File: src/rtl/int_arith_pkg.sv
package int_arith_pkg;

    localparam int unsigned FN_W = 7;

    typedef enum logic [1:0] {
        KIND_ARITH,
        KIND_CMP,
        KIND_BYTES,
        KIND_BAD
    } kind_e;

    typedef enum logic [2:0] {
        CMP_EQ,
        CMP_SLE,
        CMP_SLT,
        CMP_ULE,
        CMP_ULT
    } cmp_e;

    typedef struct packed {
        kind_e      kind;
        logic       sub;
        logic       longw;
        logic [1:0] shamt;
        logic       trap;
        cmp_e       cmp;
    } ctl_t;

    // add family
    localparam logic [FN_W-1:0] FN_ADD_L    = 7'h00;
    localparam logic [FN_W-1:0] FN_ADD_LV   = 7'h40;
    localparam logic [FN_W-1:0] FN_ADD_L4   = 7'h02;
    localparam logic [FN_W-1:0] FN_ADD_L8   = 7'h12;
    localparam logic [FN_W-1:0] FN_ADD_Q    = 7'h20;
    localparam logic [FN_W-1:0] FN_ADD_QV   = 7'h60;
    localparam logic [FN_W-1:0] FN_ADD_Q4   = 7'h22;
    localparam logic [FN_W-1:0] FN_ADD_Q8   = 7'h32;
    // subtract family
    localparam logic [FN_W-1:0] FN_SUB_L    = 7'h09;
    localparam logic [FN_W-1:0] FN_SUB_LV   = 7'h49;
    localparam logic [FN_W-1:0] FN_SUB_L4   = 7'h0b;
    localparam logic [FN_W-1:0] FN_SUB_L8   = 7'h1b;
    localparam logic [FN_W-1:0] FN_SUB_Q    = 7'h29;
    localparam logic [FN_W-1:0] FN_SUB_QV   = 7'h69;
    localparam logic [FN_W-1:0] FN_SUB_Q4   = 7'h2b;
    localparam logic [FN_W-1:0] FN_SUB_Q8   = 7'h3b;
    // compares
    localparam logic [FN_W-1:0] FN_CMP_EQ   = 7'h2d;
    localparam logic [FN_W-1:0] FN_CMP_SLE  = 7'h6d;
    localparam logic [FN_W-1:0] FN_CMP_SLT  = 7'h4d;
    localparam logic [FN_W-1:0] FN_CMP_ULE  = 7'h3d;
    localparam logic [FN_W-1:0] FN_CMP_ULT  = 7'h1d;
    localparam logic [FN_W-1:0] FN_BYTE_GE  = 7'h0f;

endpackage

File: src/rtl/int_arith_decode.sv
module int_arith_decode
    import int_arith_pkg::*;
(
    input  logic [FN_W-1:0] fn_i,
    output ctl_t            ctl_o
);

    always_comb begin
        ctl_o       = '0;
        ctl_o.kind  = KIND_ARITH;
        ctl_o.cmp   = CMP_EQ;
        unique case (fn_i)
            FN_ADD_L:   ctl_o.longw = 1'b1;
            FN_ADD_LV:  begin ctl_o.longw = 1'b1; ctl_o.trap = 1'b1; end
            FN_ADD_L4:  begin ctl_o.longw = 1'b1; ctl_o.shamt = 2'd2; end
            FN_ADD_L8:  begin ctl_o.longw = 1'b1; ctl_o.shamt = 2'd3; end
            FN_ADD_Q:   ctl_o.longw = 1'b0;
            FN_ADD_QV:  ctl_o.trap  = 1'b1;
            FN_ADD_Q4:  ctl_o.shamt = 2'd2;
            FN_ADD_Q8:  ctl_o.shamt = 2'd3;
            FN_SUB_L:   begin ctl_o.sub = 1'b1; ctl_o.longw = 1'b1; end
            FN_SUB_LV:  begin ctl_o.sub = 1'b1; ctl_o.longw = 1'b1; ctl_o.trap = 1'b1; end
            FN_SUB_L4:  begin ctl_o.sub = 1'b1; ctl_o.longw = 1'b1; ctl_o.shamt = 2'd2; end
            FN_SUB_L8:  begin ctl_o.sub = 1'b1; ctl_o.longw = 1'b1; ctl_o.shamt = 2'd3; end
            FN_SUB_Q:   ctl_o.sub = 1'b1;
            FN_SUB_QV:  begin ctl_o.sub = 1'b1; ctl_o.trap = 1'b1; end
            FN_SUB_Q4:  begin ctl_o.sub = 1'b1; ctl_o.shamt = 2'd2; end
            FN_SUB_Q8:  begin ctl_o.sub = 1'b1; ctl_o.shamt = 2'd3; end
            FN_CMP_EQ:  begin ctl_o.kind = KIND_CMP; ctl_o.cmp = CMP_EQ;  end
            FN_CMP_SLE: begin ctl_o.kind = KIND_CMP; ctl_o.cmp = CMP_SLE; end
            FN_CMP_SLT: begin ctl_o.kind = KIND_CMP; ctl_o.cmp = CMP_SLT; end
            FN_CMP_ULE: begin ctl_o.kind = KIND_CMP; ctl_o.cmp = CMP_ULE; end
            FN_CMP_ULT: begin ctl_o.kind = KIND_CMP; ctl_o.cmp = CMP_ULT; end
            FN_BYTE_GE: ctl_o.kind = KIND_BYTES;
            default:    ctl_o.kind = KIND_BAD;
        endcase
    end

endmodule

File: src/rtl/int_arith_addsub.sv
module int_arith_addsub #(
    parameter int unsigned DATA_W = 64,
    parameter int unsigned LONG_W = 32
) (
    input  logic [DATA_W-1:0] a_i,
    input  logic [DATA_W-1:0] b_i,
    input  logic              sub_i,
    input  logic              longw_i,
    input  logic [1:0]        shamt_i,
    input  logic              trap_i,
    output logic [DATA_W-1:0] result_o,
    output logic              ovf_o
);

    localparam int unsigned EXT_W = DATA_W - LONG_W;

    logic [DATA_W-1:0] a_scaled;
    logic [DATA_W-1:0] raw;
    logic              sgn_a;
    logic              sgn_b;
    logic              sgn_r;
    logic              wrapped;

    always_comb begin
        a_scaled = a_i << shamt_i;
        raw      = sub_i ? (a_scaled - b_i) : (a_scaled + b_i);
        if (longw_i) begin
            result_o = {{EXT_W{raw[LONG_W-1]}}, raw[LONG_W-1:0]};
            sgn_a    = a_scaled[LONG_W-1];
            sgn_b    = b_i[LONG_W-1];
            sgn_r    = raw[LONG_W-1];
        end else begin
            result_o = raw;
            sgn_a    = a_scaled[DATA_W-1];
            sgn_b    = b_i[DATA_W-1];
            sgn_r    = raw[DATA_W-1];
        end
        if (sub_i) begin
            wrapped = (sgn_a != sgn_b) && (sgn_r != sgn_a);
        end else begin
            wrapped = (sgn_a == sgn_b) && (sgn_r != sgn_a);
        end
        ovf_o = trap_i & wrapped;
    end

endmodule

File: src/rtl/int_arith_compare.sv
module int_arith_compare
    import int_arith_pkg::*;
#(
    parameter int unsigned DATA_W = 64
) (
    input  logic [DATA_W-1:0] a_i,
    input  logic [DATA_W-1:0] b_i,
    input  cmp_e              cmp_i,
    output logic [DATA_W-1:0] result_o
);

    logic hit;

    always_comb begin
        unique case (cmp_i)
            CMP_EQ:  hit = (a_i == b_i);
            CMP_SLE: hit = ($signed(a_i) <= $signed(b_i));
            CMP_SLT: hit = ($signed(a_i) <  $signed(b_i));
            CMP_ULE: hit = (a_i <= b_i);
            CMP_ULT: hit = (a_i <  b_i);
            default: hit = 1'b0;
        endcase
        result_o = {{(DATA_W-1){1'b0}}, hit};
    end

endmodule

File: src/rtl/int_arith_bytes.sv
module int_arith_bytes #(
    parameter int unsigned DATA_W = 64,
    parameter int unsigned LANE_W = 8
) (
    input  logic [DATA_W-1:0] a_i,
    input  logic [DATA_W-1:0] b_i,
    output logic [DATA_W-1:0] result_o
);

    localparam int unsigned LANES = DATA_W / LANE_W;

    logic [LANES-1:0] ge;

    for (genvar g = 0; g < LANES; g++) begin : g_lane
        assign ge[g] = (a_i[g*LANE_W +: LANE_W] >= b_i[g*LANE_W +: LANE_W]);
    end

    assign result_o = {{(DATA_W-LANES){1'b0}}, ge};

endmodule

File: src/rtl/int_arith_unit.sv
module int_arith_unit
    import int_arith_pkg::*;
#(
    parameter int unsigned DATA_W = 64,
    parameter int unsigned LONG_W = 32,
    parameter int unsigned LANE_W = 8
) (
    input  logic [DATA_W-1:0] a_i,
    input  logic [DATA_W-1:0] b_i,
    input  logic [FN_W-1:0]   fn_i,
    output logic [DATA_W-1:0] result_o,
    output logic              ovf_o,
    output logic              illegal_o
);

    ctl_t              ctl;
    logic [DATA_W-1:0] arith_res;
    logic              arith_ovf;
    logic [DATA_W-1:0] cmp_res;
    logic [DATA_W-1:0] byte_res;

    int_arith_decode u_dec (
        .fn_i  (fn_i),
        .ctl_o (ctl)
    );

    int_arith_addsub #(.DATA_W(DATA_W), .LONG_W(LONG_W)) u_addsub (
        .a_i      (a_i),
        .b_i      (b_i),
        .sub_i    (ctl.sub),
        .longw_i  (ctl.longw),
        .shamt_i  (ctl.shamt),
        .trap_i   (ctl.trap),
        .result_o (arith_res),
        .ovf_o    (arith_ovf)
    );

    int_arith_compare #(.DATA_W(DATA_W)) u_cmp (
        .a_i      (a_i),
        .b_i      (b_i),
        .cmp_i    (ctl.cmp),
        .result_o (cmp_res)
    );

    int_arith_bytes #(.DATA_W(DATA_W), .LANE_W(LANE_W)) u_bytes (
        .a_i      (a_i),
        .b_i      (b_i),
        .result_o (byte_res)
    );

    always_comb begin
        result_o  = '0;
        ovf_o     = 1'b0;
        illegal_o = 1'b0;
        unique case (ctl.kind)
            KIND_ARITH: begin
                result_o = arith_res;
                ovf_o    = arith_ovf;
            end
            KIND_CMP:   result_o  = cmp_res;
            KIND_BYTES: result_o  = byte_res;
            default:    illegal_o = 1'b1;
        endcase
    end

endmodule

File: config.mk
export PLATFORM = sky130hd
export DESIGN_NAME = int_arith_unit
export DESIGN_NICKNAME = d
export VERILOG_FILES = /design/src/rtl/int_arith_pkg.sv /design/src/rtl/int_arith_decode.sv /design/src/rtl/int_arith_addsub.sv /design/src/rtl/int_arith_compare.sv /design/src/rtl/int_arith_bytes.sv /design/src/rtl/int_arith_unit.sv
export SDC_FILE = /design/constraint.sdc
export NUM_CORES = 1
export LEC_CHECK = 0
export ABC_CLOCK_PERIOD_IN_PS = 7600
export BUFFER_PORTS_ARGS = -buffer_cell sky130_fd_sc_hd__buf_2
export CAP_MARGIN = 20
export CORE_ASPECT_RATIO = 1.2
export CORE_MARGIN = 2
export CORE_UTILIZATION = 52
export DETAILED_ROUTE_END_ITERATION = 8
export GPL_ROUTABILITY_DRIVEN = 0
export PLACE_DENSITY_LB_ADDON = 0.08
export SLEW_MARGIN = 30
export SYNTH_ARGS = -nofsm -noshare
export SYNTH_HDL_FRONTEND = slang
export SYNTH_HIERARCHICAL = 1
export SYNTH_SLANG_ARGS = --single-unit
File: constraint.sdc
create_clock -name vclk -period 7.6
set_input_delay 1.52 -clock vclk [all_inputs]
set_output_delay 1.52 -clock vclk [all_outputs]
set_load 0.02 [all_outputs]
# [Yosys cells after proc, flatten, opt, wreduce, memory -nomap -nowiden]
# Index checks and enable logic that the tools add are counted.
[totals] register_bits=0 out_inout_bits=66
[classes] addsub=2 order_cmp=12 n_eq_ne=31 shift=1 muxes=16 bitwise_logic=1 n_reduce_logical=13
[ops] op="$pmux W64 S3" count=1
[ops] op="$le A64 B64 Y1" count=2
[ops] op="$lt A64 B64 Y1" count=2
[ops] op="$mux W64" count=2
[ops] op="$add A64 B64 Y64" count=1
[ops] op="$eq A64 B64 Y1" count=1
[ops] op="$ge A8 B8 Y1" count=8
[ops] op="$shl A64 B2 Y64" count=1
[ops] op="$sub A64 B64 Y64" count=1
[ops] op="$eq A7 B6 Y1 const B" count=8
[ops] op="$eq A7 B7 Y1 const B" count=6
[ops] op="$eq A7 B4 Y1 const B" count=3
[ops] op="$eq A7 B5 Y1 const B" count=3
[ops] op="$reduce_or A16 Y1" count=1
[ops] op="$reduce_or A8 Y1" count=2
[ops] op="$pmux W3 S4" count=1
[ops] op="$reduce_or A4 Y1" count=3
[ops] op="$mux W1" count=9
[ops] op="$eq A7 B2 Y1 const B" count=1
[ops] op="$logic_not A7 Y1" count=1
[ops] op="$eq A3 B2 Y1 const B" count=2
[ops] op="$pmux W2 S3" count=1
[ops] op="$pmux W1 S5" count=1
[ops] op="$reduce_or A5 Y1" count=1
[ops] op="other kinds (12)" count=14

# [Longest topological paths before layout]
[depth] ltp_word=12 depth_mapped=23 depth_no_buf=21

# [Modules after synthesis]
# Netlist, hierarchy kept.
[by_module_without_submodules] mod="int_arith_addsub" instances=1 cells_per_inst=944 area_each_um2=7028.0 seq_area_each_um2=0.0
[by_module_without_submodules] mod="int_arith_compare" instances=1 cells_per_inst=311 area_each_um2=2204.6 seq_area_each_um2=0.0
[by_module_without_submodules] mod="int_arith_bytes" instances=1 cells_per_inst=257 area_each_um2=2005.7 seq_area_each_um2=0.0
[by_module_without_submodules] mod="int_arith_unit" instances=1 cells_per_inst=153 area_each_um2=1418.9 seq_area_each_um2=0.0
[by_module_without_submodules] mod="int_arith_decode" instances=1 cells_per_inst=40 area_each_um2=255.2 seq_area_each_um2=0.0

# [Least setup slack after synthesis]
# OpenSTA, ideal clock, no wires.
[synth_path] path_type="in2out" startpoint="in fn_i[0]" endpoint="out result_o[62]" t_arrival_ns=6.700 required_ns=6.080 setup_slack_ns=-0.620 stages=19 path_cell_list="or2_0 > a21o_1 > nor2_1 > and2_2 > buf_1 > buf_1 > mux4_2 > ha_1 > a21o_1 > a221oi_1 > a211o_1 > a21oi_1 > o21ai_0 > a21oi_1 > a21oi_1 > a21oi_1 > o311ai_0 > mux2i_1 > o2bb2ai_1"
[synth_rtl] element="from (decl)" line="int_arith_unit.sv:10" source="input logic [FN_W-1:0] fn_i,"
[synth_rtl] element="to (decl)" line="int_arith_unit.sv:11" source="output logic [DATA_W-1:0] result_o,"

# [Worst setup path in the final report]
[layout_path] startpoint="in b_i[19]" endpoint="out ovf_o"
[layout_via] elab_chain_cells=8 elab_cells_between_ends=10 classes_between="add/sub: 2; eq/ne: 1; mux: 4; bitwise: 1; reduce/logical: 2"
[layout_lines] element="from (decl)" line="int_arith_unit.sv:9" source="input logic [DATA_W-1:0] b_i,"
[layout_lines] element="$add A64 B64 Y64 or $sub A64 B64 Y64 (tied branches)" line="int_arith_addsub.sv:26" source="raw = sub_i ? (a_scaled - b_i) : (a_scaled + b_i);"
[layout_lines] element="$mux W64 *" line="int_arith_addsub.sv:26"
[layout_lines] element="$mux W1 *" line="int_arith_addsub.sv:27" source="if (longw_i) begin"
[layout_lines] element="$ne A1 B1 Y1 *" line="int_arith_addsub.sv:39, int_arith_addsub.sv:41"
[layout_lines] element="$logic_and A1 B1 Y1 (on tied branches)" line="int_arith_addsub.sv:41, int_arith_addsub.sv:39"
[layout_lines] element="$mux W1 *" line="int_arith_addsub.sv:38" source="if (sub_i) begin"
[layout_lines] element="$and A1 B1 Y1 *" line="int_arith_addsub.sv:43" source="ovf_o = trap_i & wrapped;"
[layout_lines] element="via arith_ovf" line="int_arith_unit.sv:18" source="logic arith_ovf;"
[layout_lines] element="$mux W1 *" line="int_arith_unit.sv:55" source="unique case (ctl.kind)"
[layout_lines] element="to (decl)" line="int_arith_unit.sv:12" source="output logic ovf_o,"
# Mark *: on every way through the listed nets, which the timed path passes. The rest lies on a longest branch.

==> impl_metrics.json <==
{
  "antenna_found_initial": 19,
  "cp-end-kind": "output port",
  "overflow": 0,
  "first_pass_iters": 5,
  "syn_area_per_cell_um2": 7.573,
  "holdPathEnd": "result_o[0]",
  "die-area_um2": 26110,
  "start_util_pct": 52.50,
  "netlist_area_um2": 12910,
  "core_um2": 24590,
  "setup_violations": 4,
  "die_w_um": 147.9,
  "timing.hold.ws_ns": 3.801,
  "ant_nets": 0,
  "seq_cells": 0,
  "synthCells": 1705,
  "num_io_pins": 201,
  "wl_per_cell_um": 17.10,
  "utilization_pct": 68.43,
  "grt_pass1_vias": 12870,
  "sw_frac_of_total_pct": 52.35,
  "fin_cells": 2467,
  "cp-start-kind": "primary input",
  "clockBufferCount": 0,
  "slew_viol_final": 0,
  "fillers": 2169,
  "vias": 13977,
  "max_freq_ghz": 0.1308,
  "dpl-instance-area_um2": 15400,
  "cp-startpoint": "b_i[19]",
  "worst_ep_arrival_time_ns": 6.12,
  "die_h_um": 176.6,
  "period_minus_slack_ns": 7.645,
  "min_path_type": "in2out",
  "peakVddDrop_mv": 0.03734,
  "worst_pin_slew_ns": 1.080,
  "grt_pass1_wl_um": 64090,
  "slew_headroom_pct": 27.58,
  "p_sw_mw": 0.7497,
  "dp_hpwl_um": 33650,
  "drc_errors": 0,
  "drt_iter0_drc": 745,
  "worstPathMaxFanout": 4,
  "rsz0062_at_grt": "true",
  "grt_start_max_net_pins": 68,
  "maxCapViolations": 0,
  "hp-start": "a_i[0]",
  "wl_um": 42200,
  "power.leakage_nw": 8.559,
  "failed_checks": "setup timing",
  "register_area_um2": 0,
  "worst_ep_required_time_ns": 6.08,
  "post-route-period-util_pct": 100.6,
  "stdcell_area_um2": 16830,
  "dpl.cell_count": 2400,
  "pwr-share-seq_pct": 0,
  "post-place-ws_ns": -0.2898,
  "port_buffers": 201,
  "viasPerCell": 5.666,
  "nets": 2457,
  "hold_viol": 0,
  "ys_warn_count": 6,
  "synthToLayoutAreaGrowth_pct": 30.34,
  "combPwrFrac_pct": 100.0,
  "yosysSeqAreaShare_pct": 0,
  "hold_depth": 7,
  "status": "finished with violations",
  "row_count": 63,
  "grt_usage_pct": 29.64,
  "cts-hold-fix-buffers": 0,
  "netlist-cell-type-count": 85,
  "drive_gt1_share_pct": 34.73,
  "p_per_area_nw_per_um2": 85.09,
  "clkPwrFrac_pct": 0,
  "crit_type": "in2out",
  "fin_ws_ns": -0.04496,
  "intPower_mw": 0.6823
}
how the worst max path moves through the flow:
| stage | to | slack [ns] | cells past startpoint |
|---|---|---|---|
| final | ovf_o | -0.04 | 21 |
| after global routing | ovf_o | -0.25 | 22 |
| after CTS | result_o[44] | -0.002 | 21 |
| after detailed placement | result_o[62] | -0.29 | 21 |
| after global placement | result_o[62] | -0.26 | 21 |
| after floorplan | result_o[62] | 0.0008 | 19 |
power by group through the flow:
stage | Clock (mW) | Sequential [mW] | Combinational (mW)
after floorplan | 0 | 0 | 0.824
after global placement | 0 | 0 | 1.24
after detailed placement | 0 | 0 | 1.26
after CTS | 0 | 0 | 1.28
after global routing | 0.000000264 | 0 | 1.56
final | 0.000000300 | 0 | 1.43
synthesized netlist by cell type (6+ instances only):
| master | instances | share of area [%] |
|---|---|---|
| nand3_1 | 22 | 0.85 |
| o21ai_1 | 9 | 0.35 |
| and3_1 | 10 | 0.48 |
| a211oi_1 | 9 | 0.52 |
| o31ai_1 | 6 | 0.35 |
| o311ai_0 | 6 | 0.41 |
| o21ai_0 | 77 | 3.0 |
| and3_2 | 8 | 0.47 |
| nand4_1 | 37 | 1.8 |
| or3_1 | 8 | 0.39 |
| mux4_2 | 60 | 10 |
| nor3_1 | 34 | 1.3 |
| o2bb2ai_1 | 65 | 4.4 |
| and2_1 | 10 | 0.48 |
| nand2b_1 | 17 | 0.82 |
| buf_1 | 12 | 0.35 |
| a31oi_1 | 30 | 1.5 |
| nor4_1 | 15 | 0.73 |
| buf_4 | 133 | 7.7 |
| nand2_1 | 92 | 2.7 |
| o21bai_1 | 12 | 0.70 |
| nor2_1 | 93 | 2.7 |
| nor2b_1 | 15 | 0.73 |
| clkbuf_1 | 43 | 1.2 |
| inv_1 | 173 | 5.0 |
| o21a_1 | 8 | 0.47 |
| a211o_1 | 7 | 0.47 |
| a21o_1 | 71 | 4.1 |
| a21oi_1 | 138 | 5.3 |
| ha_1 | 194 | 19 |
| a221oi_2 | 8 | 0.93 |
| xor2_1 | 23 | 1.6 |
| mux2i_1 | 70 | 5.4 |
| xnor2_1 | 91 | 6.2 |
cell usage in the layout, fill, tap and decap left out, types with 22 or more instances in the layout:
cell,netlist,routed
buf_4,133,290
buf_2,4,179
ha_1,194,176
inv_1,173,171
conb_1,2,119
a21oi_1,138,109
xnor2_1,91,88
nor2_1,93,86
nand2_1,92,82
a21o_1,71,71
mux2i_1,70,70
o2bb2ai_1,65,63
mux4_2,60,60
o21ai_0,77,46
nand4_1,37,37
a31oi_1,30,28
nor3_1,34,27
a21oi_2,3,26
buf_6,3,25
o21ai_1,9,25
xor2_1,23,22
per-layer routing:
layer,vias to the layer above,routed length (um),global-route usage [%]
met5,-,34,0
li1,6915,-,-
met2,468,20490,52.58
met1,6494,17630,38.24
met3,94,2413,2.629
met4,6,1622,8.889
stage by stage:
stage / power, mW / setup TNS [ns]
after floorplan: 0.8239 / 0
after global placement: 1.237 / -2.345
after detailed placement: 1.257 / -2.838
after CTS: 1.284 / -0.002986
after global routing: 1.563 / -1.754
final: 1.432 / -0.1371
final cells by class:
cell class / count / area, um2 / area share (%)
antenna: 17 / 42.54 / 0.2528
inverter: 173 / 651.9 / 3.873
tap: 325 / 406.6 / 2.416
multi-input combinational: 1449 / 12200 / 72.49
timing repair buffer: 503 / 3530 / 20.97
what timing repair did:
item / CTS / global route
setup endpoints to repair: 19 / 34
pin swaps: 17 / 96
gates cloned: 0 / 2
buffers inserted: 4 / 45
resized for setup: 48 / 197
logic make-up after synthesis:
group	after synthesis	synth area share, %
simple gates	399	15.95
other cells	2	0.05816
compound gates	490	25.66
buf+inv	373	15.51
mux	131	16.01
fa+ha+maj	195	18.95
xor+xnor	115	7.859
worst max-delay path, cell delays in order:
cell and delay (ns):
buf_6 0.09, or4_4 0.54, or4b_4 0.52, and4b_2 0.36, and3_4 0.22, and4b_4 0.26
buf_6 0.10, nor2_4 0.03, xnor2_2 0.14, ha_1 0.30, and3_4 0.16, and2_4 0.13
a221o_1 0.33, a221oi_4 0.27, and3b_1 0.21, o21ai_2 0.09, a21o_1 0.17, nand4_1 0.12
mux2i_1 0.19, nor3b_2 0.17, buf_4 0.17
(Power assumes the default switching activity.)
